File: src/rtl/uart_rx_fifo_pkg.sv
package uart_rx_fifo_pkg;

  localparam int unsigned RXQ_DW      = 8;
  localparam int unsigned RXQ_ENTRY_W = RXQ_DW + 4;

  // MSB first: overrun, break, parity error, framing error, data
  typedef struct packed {
    logic              ovr;
    logic              brk;
    logic              par;
    logic              frm;
    logic [RXQ_DW-1:0] data;
  } rxq_entry_t;

endpackage

File: src/rtl/uart_rx_fifo_store.sv
module uart_rx_fifo_store
  import uart_rx_fifo_pkg::*;
#(
  parameter int unsigned DEPTH = 16,
  parameter int unsigned PTR_W = $clog2(DEPTH)
) (
  input  logic             clk,
  input  logic             wr_en_i,
  input  logic [PTR_W-1:0] wr_slot_i,
  input  rxq_entry_t       wr_entry_i,
  input  logic             ovr_en_i,
  input  logic [PTR_W-1:0] ovr_slot_i,
  input  logic [PTR_W-1:0] rd_pos_i,
  output rxq_entry_t       rd_entry_o
);

  rxq_entry_t slots_q [DEPTH];

  // Storage carries no reset; occupancy is tracked by the controller.
  always_ff @(posedge clk) begin
    for (int i = 0; i < DEPTH; i++) begin
      if (wr_en_i && (wr_slot_i == PTR_W'(i))) begin
        slots_q[i] <= wr_entry_i;
      end else if (ovr_en_i && (ovr_slot_i == PTR_W'(i))) begin
        slots_q[i].ovr <= 1'b1;
      end
    end
  end

  assign rd_entry_o = slots_q[rd_pos_i];

endmodule

File: src/rtl/uart_rx_fifo_ctrl.sv
module uart_rx_fifo_ctrl #(
  parameter int unsigned DEPTH = 16,
  parameter int unsigned PTR_W = $clog2(DEPTH),
  parameter int unsigned CNT_W = $clog2(DEPTH + 1)
) (
  input  logic             clk,
  input  logic             rst_n,
  input  logic             fen_i,
  input  logic             push_i,
  input  logic             pop_i,
  output logic             mode_chg_o,
  output logic             wr_en_o,
  output logic [PTR_W-1:0] wr_slot_o,
  output logic             ovr_en_o,
  output logic [PTR_W-1:0] ovr_slot_o,
  output logic [PTR_W-1:0] rd_pos_o,
  output logic [CNT_W-1:0] count_o,
  output logic             full_o,
  output logic             empty_o,
  output logic             ready_o,
  output logic             pop_fire_o,
  output logic [CNT_W-1:0] cnt_pop_o,
  output logic             push_ok_o,
  output logic [CNT_W-1:0] cnt_push_o
);

  localparam logic [CNT_W-1:0] DEPTH_C = CNT_W'(DEPTH);
  localparam logic [PTR_W-1:0] MASK_C  = PTR_W'(DEPTH - 1);

  logic             fen_q;
  logic [CNT_W-1:0] cnt_q, cnt_n, cnt_p;
  logic [PTR_W-1:0] rd_q, rd_n, rd_p;
  logic             full_q, full_n, full_p;
  logic             empty_q, empty_n, empty_p;
  logic [CNT_W-1:0] depth_eff;
  logic [PTR_W-1:0] mask;
  logic             mode_chg, pop_fire, push_fire, push_ok;
  logic [CNT_W-1:0] cnt_push;

  assign depth_eff = fen_q ? DEPTH_C : CNT_W'(1);
  assign mask      = fen_q ? MASK_C  : '0;
  assign mode_chg  = fen_i ^ fen_q;
  assign pop_fire  = pop_i  & ~mode_chg;
  assign push_fire = push_i & ~mode_chg;

  // Pop stage: applied before the push of the same cycle
  always_comb begin
    cnt_p   = cnt_q;
    rd_p    = rd_q;
    full_p  = full_q;
    empty_p = empty_q;
    if (pop_fire) begin
      full_p = 1'b0;
      if (cnt_q != '0) begin
        cnt_p = cnt_q - CNT_W'(1);
        rd_p  = (rd_q + PTR_W'(1)) & mask;
      end
      if (cnt_p == '0) begin
        empty_p = 1'b1;
      end
    end
  end

  // Push stage
  assign push_ok   = push_fire && (cnt_p < depth_eff);
  assign cnt_push  = cnt_p + CNT_W'(1);
  assign wr_slot_o = (rd_p + PTR_W'(cnt_p)) & mask;
  assign ovr_slot_o = (rd_p + PTR_W'(cnt_p) - PTR_W'(1)) & mask;
  assign wr_en_o   = push_ok;
  assign ovr_en_o  = push_fire && !push_ok;

  // Next state
  always_comb begin
    if (mode_chg) begin
      cnt_n   = '0;
      rd_n    = '0;
      empty_n = 1'b1;
      full_n  = 1'b0;
    end else if (push_ok) begin
      cnt_n   = cnt_push;
      rd_n    = rd_p;
      empty_n = 1'b0;
      full_n  = (cnt_push == depth_eff);
    end else begin
      cnt_n   = cnt_p;
      rd_n    = rd_p;
      empty_n = empty_p;
      full_n  = full_p;
    end
  end

  always_ff @(posedge clk or negedge rst_n) begin
    if (!rst_n) begin
      fen_q   <= 1'b0;
      cnt_q   <= '0;
      rd_q    <= '0;
      full_q  <= 1'b0;
      empty_q <= 1'b1;
    end else begin
      fen_q   <= fen_i;
      cnt_q   <= cnt_n;
      rd_q    <= rd_n;
      full_q  <= full_n;
      empty_q <= empty_n;
    end
  end

  assign mode_chg_o = mode_chg;
  assign rd_pos_o   = rd_q;
  assign count_o    = cnt_q;
  assign full_o     = full_q;
  assign empty_o    = empty_q;
  assign ready_o    = cnt_q < depth_eff;
  assign pop_fire_o = pop_fire;
  assign cnt_pop_o  = cnt_p;
  assign push_ok_o  = push_ok;
  assign cnt_push_o = cnt_push;

endmodule

File: src/rtl/uart_rx_fifo_irq.sv
module uart_rx_fifo_irq #(
  parameter int unsigned CNT_W = 5
) (
  input  logic             clk,
  input  logic             rst_n,
  input  logic             cfg_wr_i,
  input  logic             trig_wr_i,
  input  logic [CNT_W-1:0] trig_val_i,
  input  logic             irq_clr_i,
  input  logic             pop_fire_i,
  input  logic [CNT_W-1:0] cnt_pop_i,
  input  logic             push_ok_i,
  input  logic [CNT_W-1:0] cnt_push_i,
  output logic [CNT_W-1:0] trig_o,
  output logic             irq_o
);

  logic [CNT_W-1:0] trig_q, trig_n;
  logic             irq_q, irq_n;
  logic             irq_set, irq_clr;

  assign irq_clr = irq_clr_i ||
                   (pop_fire_i && (({1'b0, cnt_pop_i} + (CNT_W+1)'(1)) == {1'b0, trig_q}));
  assign irq_set = push_ok_i && (cnt_push_i == trig_q);

  always_comb begin
    irq_n = irq_set | (irq_q & ~irq_clr);
    if (cfg_wr_i) begin
      trig_n = CNT_W'(1);
    end else if (trig_wr_i) begin
      trig_n = (trig_val_i == '0) ? CNT_W'(1) : trig_val_i;
    end else begin
      trig_n = trig_q;
    end
  end

  always_ff @(posedge clk or negedge rst_n) begin
    if (!rst_n) begin
      trig_q <= CNT_W'(1);
      irq_q  <= 1'b0;
    end else begin
      trig_q <= trig_n;
      irq_q  <= irq_n;
    end
  end

  assign trig_o = trig_q;
  assign irq_o  = irq_q;

endmodule

File: src/rtl/uart_rx_fifo.sv
module uart_rx_fifo
  import uart_rx_fifo_pkg::*;
#(
  parameter  int unsigned DEPTH = 16,
  localparam int unsigned CNT_W = $clog2(DEPTH + 1)
) (
  input  logic                   clk,
  input  logic                   rst_n,
  input  logic                   fifo_en_i,
  input  logic                   loopback_i,
  input  logic                   push_i,
  input  logic [RXQ_DW-1:0]      push_data_i,
  input  logic                   push_frm_i,
  input  logic                   push_par_i,
  input  logic                   break_i,
  input  logic                   pop_i,
  input  logic                   cfg_wr_i,
  input  logic                   trig_wr_i,
  input  logic [CNT_W-1:0]       trig_val_i,
  input  logic                   irq_clr_i,
  output logic [RXQ_ENTRY_W-1:0] pop_data_o,
  output logic [CNT_W-1:0]       count_o,
  output logic                   full_o,
  output logic                   empty_o,
  output logic                   ready_o,
  output logic                   rx_irq_o
);

  localparam int unsigned PTR_W = $clog2(DEPTH);

  logic             brk_sel, push_any, mode_chg;
  rxq_entry_t       wr_entry, rd_entry;
  logic             wr_en, ovr_en, pop_fire, push_ok;
  logic [PTR_W-1:0] wr_slot, ovr_slot, rd_pos;
  logic [CNT_W-1:0] cnt_pop, cnt_push, trig;

  assign brk_sel  = break_i & ~loopback_i;
  assign push_any = brk_sel | push_i;

  always_comb begin
    wr_entry = '0;
    if (brk_sel) begin
      wr_entry.brk = 1'b1;
    end else begin
      wr_entry.data = push_data_i;
      wr_entry.frm  = push_frm_i;
      wr_entry.par  = push_par_i;
    end
  end

  uart_rx_fifo_ctrl #(.DEPTH(DEPTH), .PTR_W(PTR_W), .CNT_W(CNT_W)) u_ctrl (
    .clk       (clk),
    .rst_n     (rst_n),
    .fen_i     (fifo_en_i),
    .push_i    (push_any),
    .pop_i     (pop_i),
    .mode_chg_o(mode_chg),
    .wr_en_o   (wr_en),
    .wr_slot_o (wr_slot),
    .ovr_en_o  (ovr_en),
    .ovr_slot_o(ovr_slot),
    .rd_pos_o  (rd_pos),
    .count_o   (count_o),
    .full_o    (full_o),
    .empty_o   (empty_o),
    .ready_o   (ready_o),
    .pop_fire_o(pop_fire),
    .cnt_pop_o (cnt_pop),
    .push_ok_o (push_ok),
    .cnt_push_o(cnt_push)
  );

  uart_rx_fifo_store #(.DEPTH(DEPTH), .PTR_W(PTR_W)) u_store (
    .clk       (clk),
    .wr_en_i   (wr_en),
    .wr_slot_i (wr_slot),
    .wr_entry_i(wr_entry),
    .ovr_en_i  (ovr_en),
    .ovr_slot_i(ovr_slot),
    .rd_pos_i  (rd_pos),
    .rd_entry_o(rd_entry)
  );

  uart_rx_fifo_irq #(.CNT_W(CNT_W)) u_irq (
    .clk       (clk),
    .rst_n     (rst_n),
    .cfg_wr_i  (cfg_wr_i),
    .trig_wr_i (trig_wr_i),
    .trig_val_i(trig_val_i),
    .irq_clr_i (irq_clr_i),
    .pop_fire_i(pop_fire),
    .cnt_pop_i (cnt_pop),
    .push_ok_i (push_ok),
    .cnt_push_i(cnt_push),
    .trig_o    (trig),
    .irq_o     (rx_irq_o)
  );

  assign pop_data_o = rd_entry;

endmodule

File: config.mk
export PLATFORM = sky130hd
export DESIGN_NAME = uart_rx_fifo
export DESIGN_NICKNAME = d
export VERILOG_FILES = /design/src/rtl/uart_rx_fifo_pkg.sv /design/src/rtl/uart_rx_fifo_store.sv /design/src/rtl/uart_rx_fifo_ctrl.sv /design/src/rtl/uart_rx_fifo_irq.sv /design/src/rtl/uart_rx_fifo.sv
export SDC_FILE = /design/constraint.sdc
export NUM_CORES = 1
export LEC_CHECK = 0
export BUFFER_PORTS_ARGS = -buffer_cell sky130_fd_sc_hd__buf_2
export CORE_UTILIZATION = 61
export CTS_CLUSTER_SIZE = 10
export DETAILED_ROUTE_END_ITERATION = 10
export GPL_TIMING_DRIVEN = 0
export HOLD_SLACK_MARGIN = 0.08
export PLACE_DENSITY = 0.88
export SETUP_SLACK_MARGIN = 0.3
export SLEW_MARGIN = 40
export SYNTH_ARGS = -nofsm -noshare
export SYNTH_HDL_FRONTEND = slang
export SYNTH_SLANG_ARGS = --single-unit
File: constraint.sdc
create_clock -name clk -period 7.05 [get_ports clk]
set_clock_uncertainty 0.1 [all_clocks]
set_input_delay 0 -clock clk [delete_from_list [all_inputs] [get_ports clk]]
set_output_delay 0 -clock clk [all_outputs]
set_load 0.01 [all_outputs]
Yosys cells after proc, flatten, opt, wreduce, memory -nomap -nowiden. Memories as Yosys holds them, arrays and structs flattened. Index checks and enable logic that the tools add are counted.

Register bits after elaboration: 18. RAM bits: 192. Input port bits: 25. Output and inout bits: 21. Word-level logic and storage cells: 303. Memories: 1.

Memory list: u_store.slots_q (depth 16, width 12, rd ports 1, clocked after memory_dff 0, wr ports 1, RTL line uart_rx_fifo_store.sv:17) `rxq_entry_t slots_q [DEPTH];`.

Add/subtract/negate cells: 6. $lt $le $gt $ge: 2. Eq/ne operators: 33. Multiplexer cells: 163. Bitwise operators: 29. Reduce and logical (&&, ||, !) cells: 62.

Operators with widths (count): $mux W12 (15); $reduce_or A12 Y1 (15); $mux W1 (104); $mux W4 (19); $eq A4 B4 Y1 const B (16); $mux W5 (9); $logic_and A1 B1 Y1 (36); $eq A4 B3 Y1 const B (8); $mux W2 (15); $or A1 B1 Y1 (18); $eq A4 B2 Y1 const B (4); $and A4 B4 Y4 (3); $eq A5 B5 Y1 (2); $logic_not A5 Y1 (2); $lt A5 B5 Y1 (2); $mux W10 (1); $eq A4 B1 Y1 const B (2); $logic_not A4 Y1 (2); $add A5 B1 Y6 const B (1); $eq A6 B5 Y1 (1); $reduce_bool A3 Y1 (2); $add A5 B1 Y5 const B (1); $reduce_bool A5 Y1 (1); $sub A5 B1 Y5 const B (1); other kinds (10) (15).

Depth between registers and ports, before layout.
Word-level depth: 30. Gate-level depth with buffers: 19.

By module. Synthesis repeated with hierarchy kept, for this count alone.

Cell total of the unflattened synthesis: 618. Area total of the unflattened synthesis: 9646.8 µm².

Modules (own cells, without submodules): uart_rx_fifo_store (times used 1, cells each 385, area an instance 7747.4 µm², sequential area each 5755.5 µm²); uart_rx_fifo_ctrl (times used 1, cells each 170, area an instance 1330.0 µm², sequential area each 301.5 µm²); uart_rx_fifo_irq (times used 1, cells each 48, area an instance 445.4 µm², sequential area each 151.4 µm²); uart_rx_fifo (times used 1, cells each 15, area an instance 123.9 µm², sequential area each 0.0 µm²).

Worst setup path after synthesis. OpenSTA, ideal clock, no wires.

Kind: reg-to-reg. From: register u_ctrl.rd_q[0] (netlist: u_ctrl.rd_pos_o[0]). To: memory u_store.slots_q[1][11] in the netlist's numbering (enable). Setup time: 304 ps. Arrival time: 5123 ps. Data required time: 6646 ps. Setup slack: 1523 ps. Cell stages (with the launch flop): 15. Buffers on the path: 4. Cells stage by stage: dfrtp_1 > clkbuf_1 > clkbuf_1 > clkbuf_1 > nor2_1 > mux2_2 > ha_1 > maj3_1 > o311ai_0 > o311a_1 > xnor3_1 > buf_4 > nor2_1 > nor4b_1 > o21bai_1.

Cells in the longest elaborated chain, start to end: 29.

Ends and longest elaborated chain: start: declaration (RTL line uart_rx_fifo_ctrl.sv:32) `logic [PTR_W-1:0] rd_q, rd_n, rd_p;`; start signal: assignment (RTL line uart_rx_fifo_ctrl.sv:102) `rd_q <= rd_n;`; $add A4 B1 Y4 (RTL line uart_rx_fifo_ctrl.sv:56) `rd_p = (rd_q + PTR_W'(1)) & mask;`; $and A4 B4 Y4 (RTL line uart_rx_fifo_ctrl.sv:56); $mux W4 (RTL line uart_rx_fifo_ctrl.sv:54) `if (cnt_q != '0) begin`; $mux W4 * (RTL line uart_rx_fifo_ctrl.sv:52) `if (pop_fire) begin`; $add A4 B4 Y4 * (RTL line uart_rx_fifo_ctrl.sv:67, uart_rx_fifo_ctrl.sv:68); $sub A4 B1 Y4 (RTL line uart_rx_fifo_ctrl.sv:68) `assign ovr_slot_o = (rd_p + PTR_W'(cnt_p) - PTR_W'(1)) & mask;`; $and A4 B4 Y4 (RTL line uart_rx_fifo_ctrl.sv:68); $eq A4 B1 Y1 (RTL line uart_rx_fifo_store.sv:24) `end else if (ovr_en_i && (ovr_slot_i == PTR_W'(i))) begin`; $logic_and A1 B1 Y1 (RTL line uart_rx_fifo_store.sv:24); $mux W1 (RTL line uart_rx_fifo_store.sv:24); $mux W1 (RTL line uart_rx_fifo_store.sv:22) `if (wr_en_i && (wr_slot_i == PTR_W'(i))) begin`; $mux W1 (not written as such) (RTL line uart_rx_fifo_store.sv:25) `slots_q[i].ovr <= 1'b1;`; $or A1 B1 Y1 (no source line); $reduce_or A12 Y1 (no source line); $mux W4 (no source line) or $mux W2 (tied branches) (15 in series); end: declaration (RTL line uart_rx_fifo_store.sv:17).

Every way passes the cells marked *; elsewhere a longest branch is shown, timed or not.

Worst setup path in the final report.
From: register u_ctrl.rd_q[0] (netlist: u_ctrl.rd_pos_o[0]). To: memory u_store.slots_q[1][9] in the netlist's numbering (enable).

Same word-level chain as after synthesis.

==> impl_metrics.json <==
{
  "outcome": "finished, final reports clean",
  "hold_ws_ps": 100,
  "fillers": 835,
  "die_y_um": 127,
  "synth_edf_count": 191,
  "final_common_cell": "edfxtp_1",
  "synth-main-ff-cell": "edfxtp_1",
  "p_leak_uw": 0.00387,
  "cts_tree": "yes",
  "drtIter0Drc": 1030,
  "maxCapViolations": 0,
  "hold_start": "break_i",
  "avgSynthCellArea_sq_um": 14.6,
  "max_freq_mhz": 175,
  "grt_max_degree": 18,
  "drcViolationCount": 0,
  "layout.nets": 807,
  "synth_cell_types": 70,
  "setup-tns-final_ps": 0,
  "gr-total-overflow": 0,
  "crit_start": "u_ctrl.rd_pos_o[0]",
  "syn_nets": 691,
  "final.min_clock_period_ps": 5700,
  "critPathMaxFanout": 10,
  "place.gp.congestion": 0.925,
  "hold_viol": 0,
  "root_buffer": "clkbuf_16",
  "place.port_buffers": 43,
  "grt_pass1_vias": 6859,
  "antenna_found_initial": 0,
  "ys_seq_elements": 210,
  "period_share_pct": 80.9,
  "die_area_sq_um": 16200,
  "ys_warn_count": 0,
  "n_antenna_cell": 0,
  "switching_share_pct": 32.3,
  "finalSetupViolCount": 0,
  "drive_gt1_share_pct": 21.1,
  "core-area_sq_um": 15300,
  "via_per_inst": 6.79,
  "track_usage_pct": 32.4,
  "ys_seq_area_share_pct": 64.9,
  "worst_hold_path_type": "input port to flop",
  "die_w_um": 127,
  "cts.repair.resized": 0,
  "numCtsBuffers": 25,
  "worst_ep_arrival_time_ps": 5830,
  "synthCells": 656,
  "crit_path_end_kind": "flop",
  "synthArstFlopShare_pct": 8.57,
  "post-place-cells": 927,
  "routed_wl_um": 25400,
  "switchingPower_uw": 1160,
  "relSlewSlack_pct": 43.4,
  "grt_setup_unrepaired": "false",
  "hpwl_um": 15400,
  "start_kind": "flop",
  "vias": 6723,
  "intPower_uw": 2430,
  "cts_buffer_depth": 3,
  "cts_sinks": 210,
  "grt_pass1_wl_um": 38700,
  "p_clk_share_pct": 31.6,
  "worstMarginPinSlew_ps": 848,
  "finalMaxSlewViolations": 0,
  "multi_input_area_sq_um": 3210,
  "ff_latch_area_sq_um": 6210,
  "clk_latency_ps": 520,
  "stdcell_count": 990,
  "critical_path_class": "flop to flop",
  "wl_per_cell_um": 25.7,
  "num_rows": 45,
  "r2r-start": "u_ctrl.rd_pos_o[0]",
  "pin_count": 46,
  "synth.cell_area_sq_um": 9570,
  "final_cell_mix": "edfxtp_1 (191), buf_2 (63), mux2i_1 (47)",
  "worstPathRequired_ps": 7180,
  "peakVddDrop_uv": 225,
  "sequentialPowerShare_pct": 40.4,
  "ant_nets": 0,
  "path_clk_slew_ps": 60,
  "h-tree-depth": 1,
  "firstDrtPassIters": 5,
  "p_per_area_nw_per_um2": 320,
  "area.growth.synth_to_final_pct": 17.0,
  "start_util_pct": 62.7,
  "p_comb_share_pct": 28.0
}
per-stage QoR:
stage / instance area (sq um) / total power (uW) / util (%) / worst slack (ps)
detailed placement: 10200 / 2380 / 67.0 / 1580
finish: 11200 / 3590 / 73.4 / 1350
floorplan: 9570 / 2130 / - / 1520
CTS: 11200 / 3550 / 73.4 / 1450
global route: 11200 / 3700 / 73.4 / 1200
global placement: 10100 / 2310 / 65.9 / -159
synthesized netlist by cell type, drive strengths merged (10+ instances only):
master	instances	area share, %
inv	16	0.63
dfrtp	16	4.2
a221oi	13	1.2
clkbuf	25	0.99
ha	10	1.3
mux2	10	1.2
nand2	47	1.9
a22oi	12	0.94
o21ai	23	1.2
nor2	50	2.0
mux4	24	5.6
o21bai	10	0.78
a21oi	19	0.99
mux2i	47	4.9
edfxtp	191	60
buf	13	0.80
and2	16	1.0
nor3	11	0.58
xnor2	15	1.7
cell families (layout without fill, tap and decap cells):
| group | Yosys count | in the layout | synth area share (%) |
|---|---|---|---|
| XOR/XNOR | 24 | 24 | 2.92 |
| AND/OR/NAND/NOR | 167 | 167 | 8.60 |
| AO/OA/AOI/OAI | 108 | 108 | 7.95 |
| multiplexers | 81 | 81 | 11.7 |
| buffers and inverters | 54 | 177 | 2.42 |
| adder cells (fa/ha/maj) | 12 | 12 | 1.52 |
| flip-flops | 210 | 210 | 64.9 |
state kept, by name, indices dropped and copies added, names as in the netlist:
name,count
u_ctrl.full_o,1
u_irq.irq_o,1
u_ctrl.count_o,5
u_ctrl.fen_q,1
u_ctrl.empty_o,1
u_irq.trig_o,5
u_ctrl.rd_pos_o,4
u_store.slots_q,192
power by group through the flow:
stage | clock [uW] | sequential, uW | combinational [uW]
floorplan | 0 | 1470 | 660
global placement | 0 | 1460 | 845
detailed placement | 0 | 1470 | 916
CTS | 1130 | 1450 | 968
global route | 1180 | 1450 | 1070
finish | 1130 | 1450 | 1000
final timing paths:
| check | to | slack [ps] | depth (start not counted) |
|---|---|---|---|
| max in group asynchronous | u_irq.irq_o | 6030 | 4 |
| hold reg to reg | u_store.slots_q[8][11] | 410 | 1 |
| setup / recovery | u_store.slots_q[1][9] | 1350 | 16 |
| min in group asynchronous | u_irq.trig_o[0] | 420 | 3 |
| setup reg to reg | u_store.slots_q[1][9] | 1350 | 16 |
| hold / removal | u_store.slots_q[8][10] | 100 | 3 |
critical path, stage by stage, from the launching register on:
cell      delay, ps
dfrtp_1         430
clkbuf_1        480
clkbuf_2        490
clkbuf_1        640
nor2_1           80
mux2_2          300
ha_1            240
maj3_1          350
o311ai_0        110
o311a_1         300
xnor3_1         340
buf_4           190
nor2_1          240
nor4b_2         430
buf_2           280
buf_2           190
buf_2           190
final cells by class:
| type | instances | share of cell area [%] |
|---|---|---|
| plain buffers | 38 | 1.56 |
| inverters | 16 | 0.536 |
| well taps | 211 | 2.36 |
| multi-input cells | 392 | 28.6 |
| repair buffers | 89 | 5.30 |
| clock buffers | 32 | 5.91 |
| flip-flops and latches | 210 | 55.4 |
| clock inverters | 2 | 0.257 |
per-layer routing:
layer	track usage, %	part of all wire, %	vias up
li1	-	-	2761
met1	39.7	34	3247
met2	55.2	50	567
met3	6.32	11	148
met4	16.2	5.5	0
met5	0	0	-
what timing repair did:
action,4_1_cts,5_1_grt
endpoints found under the hold margin,194,0
hold buffers,29,0
setup buffers,0,0
Power figures use the tool's default switching activity.
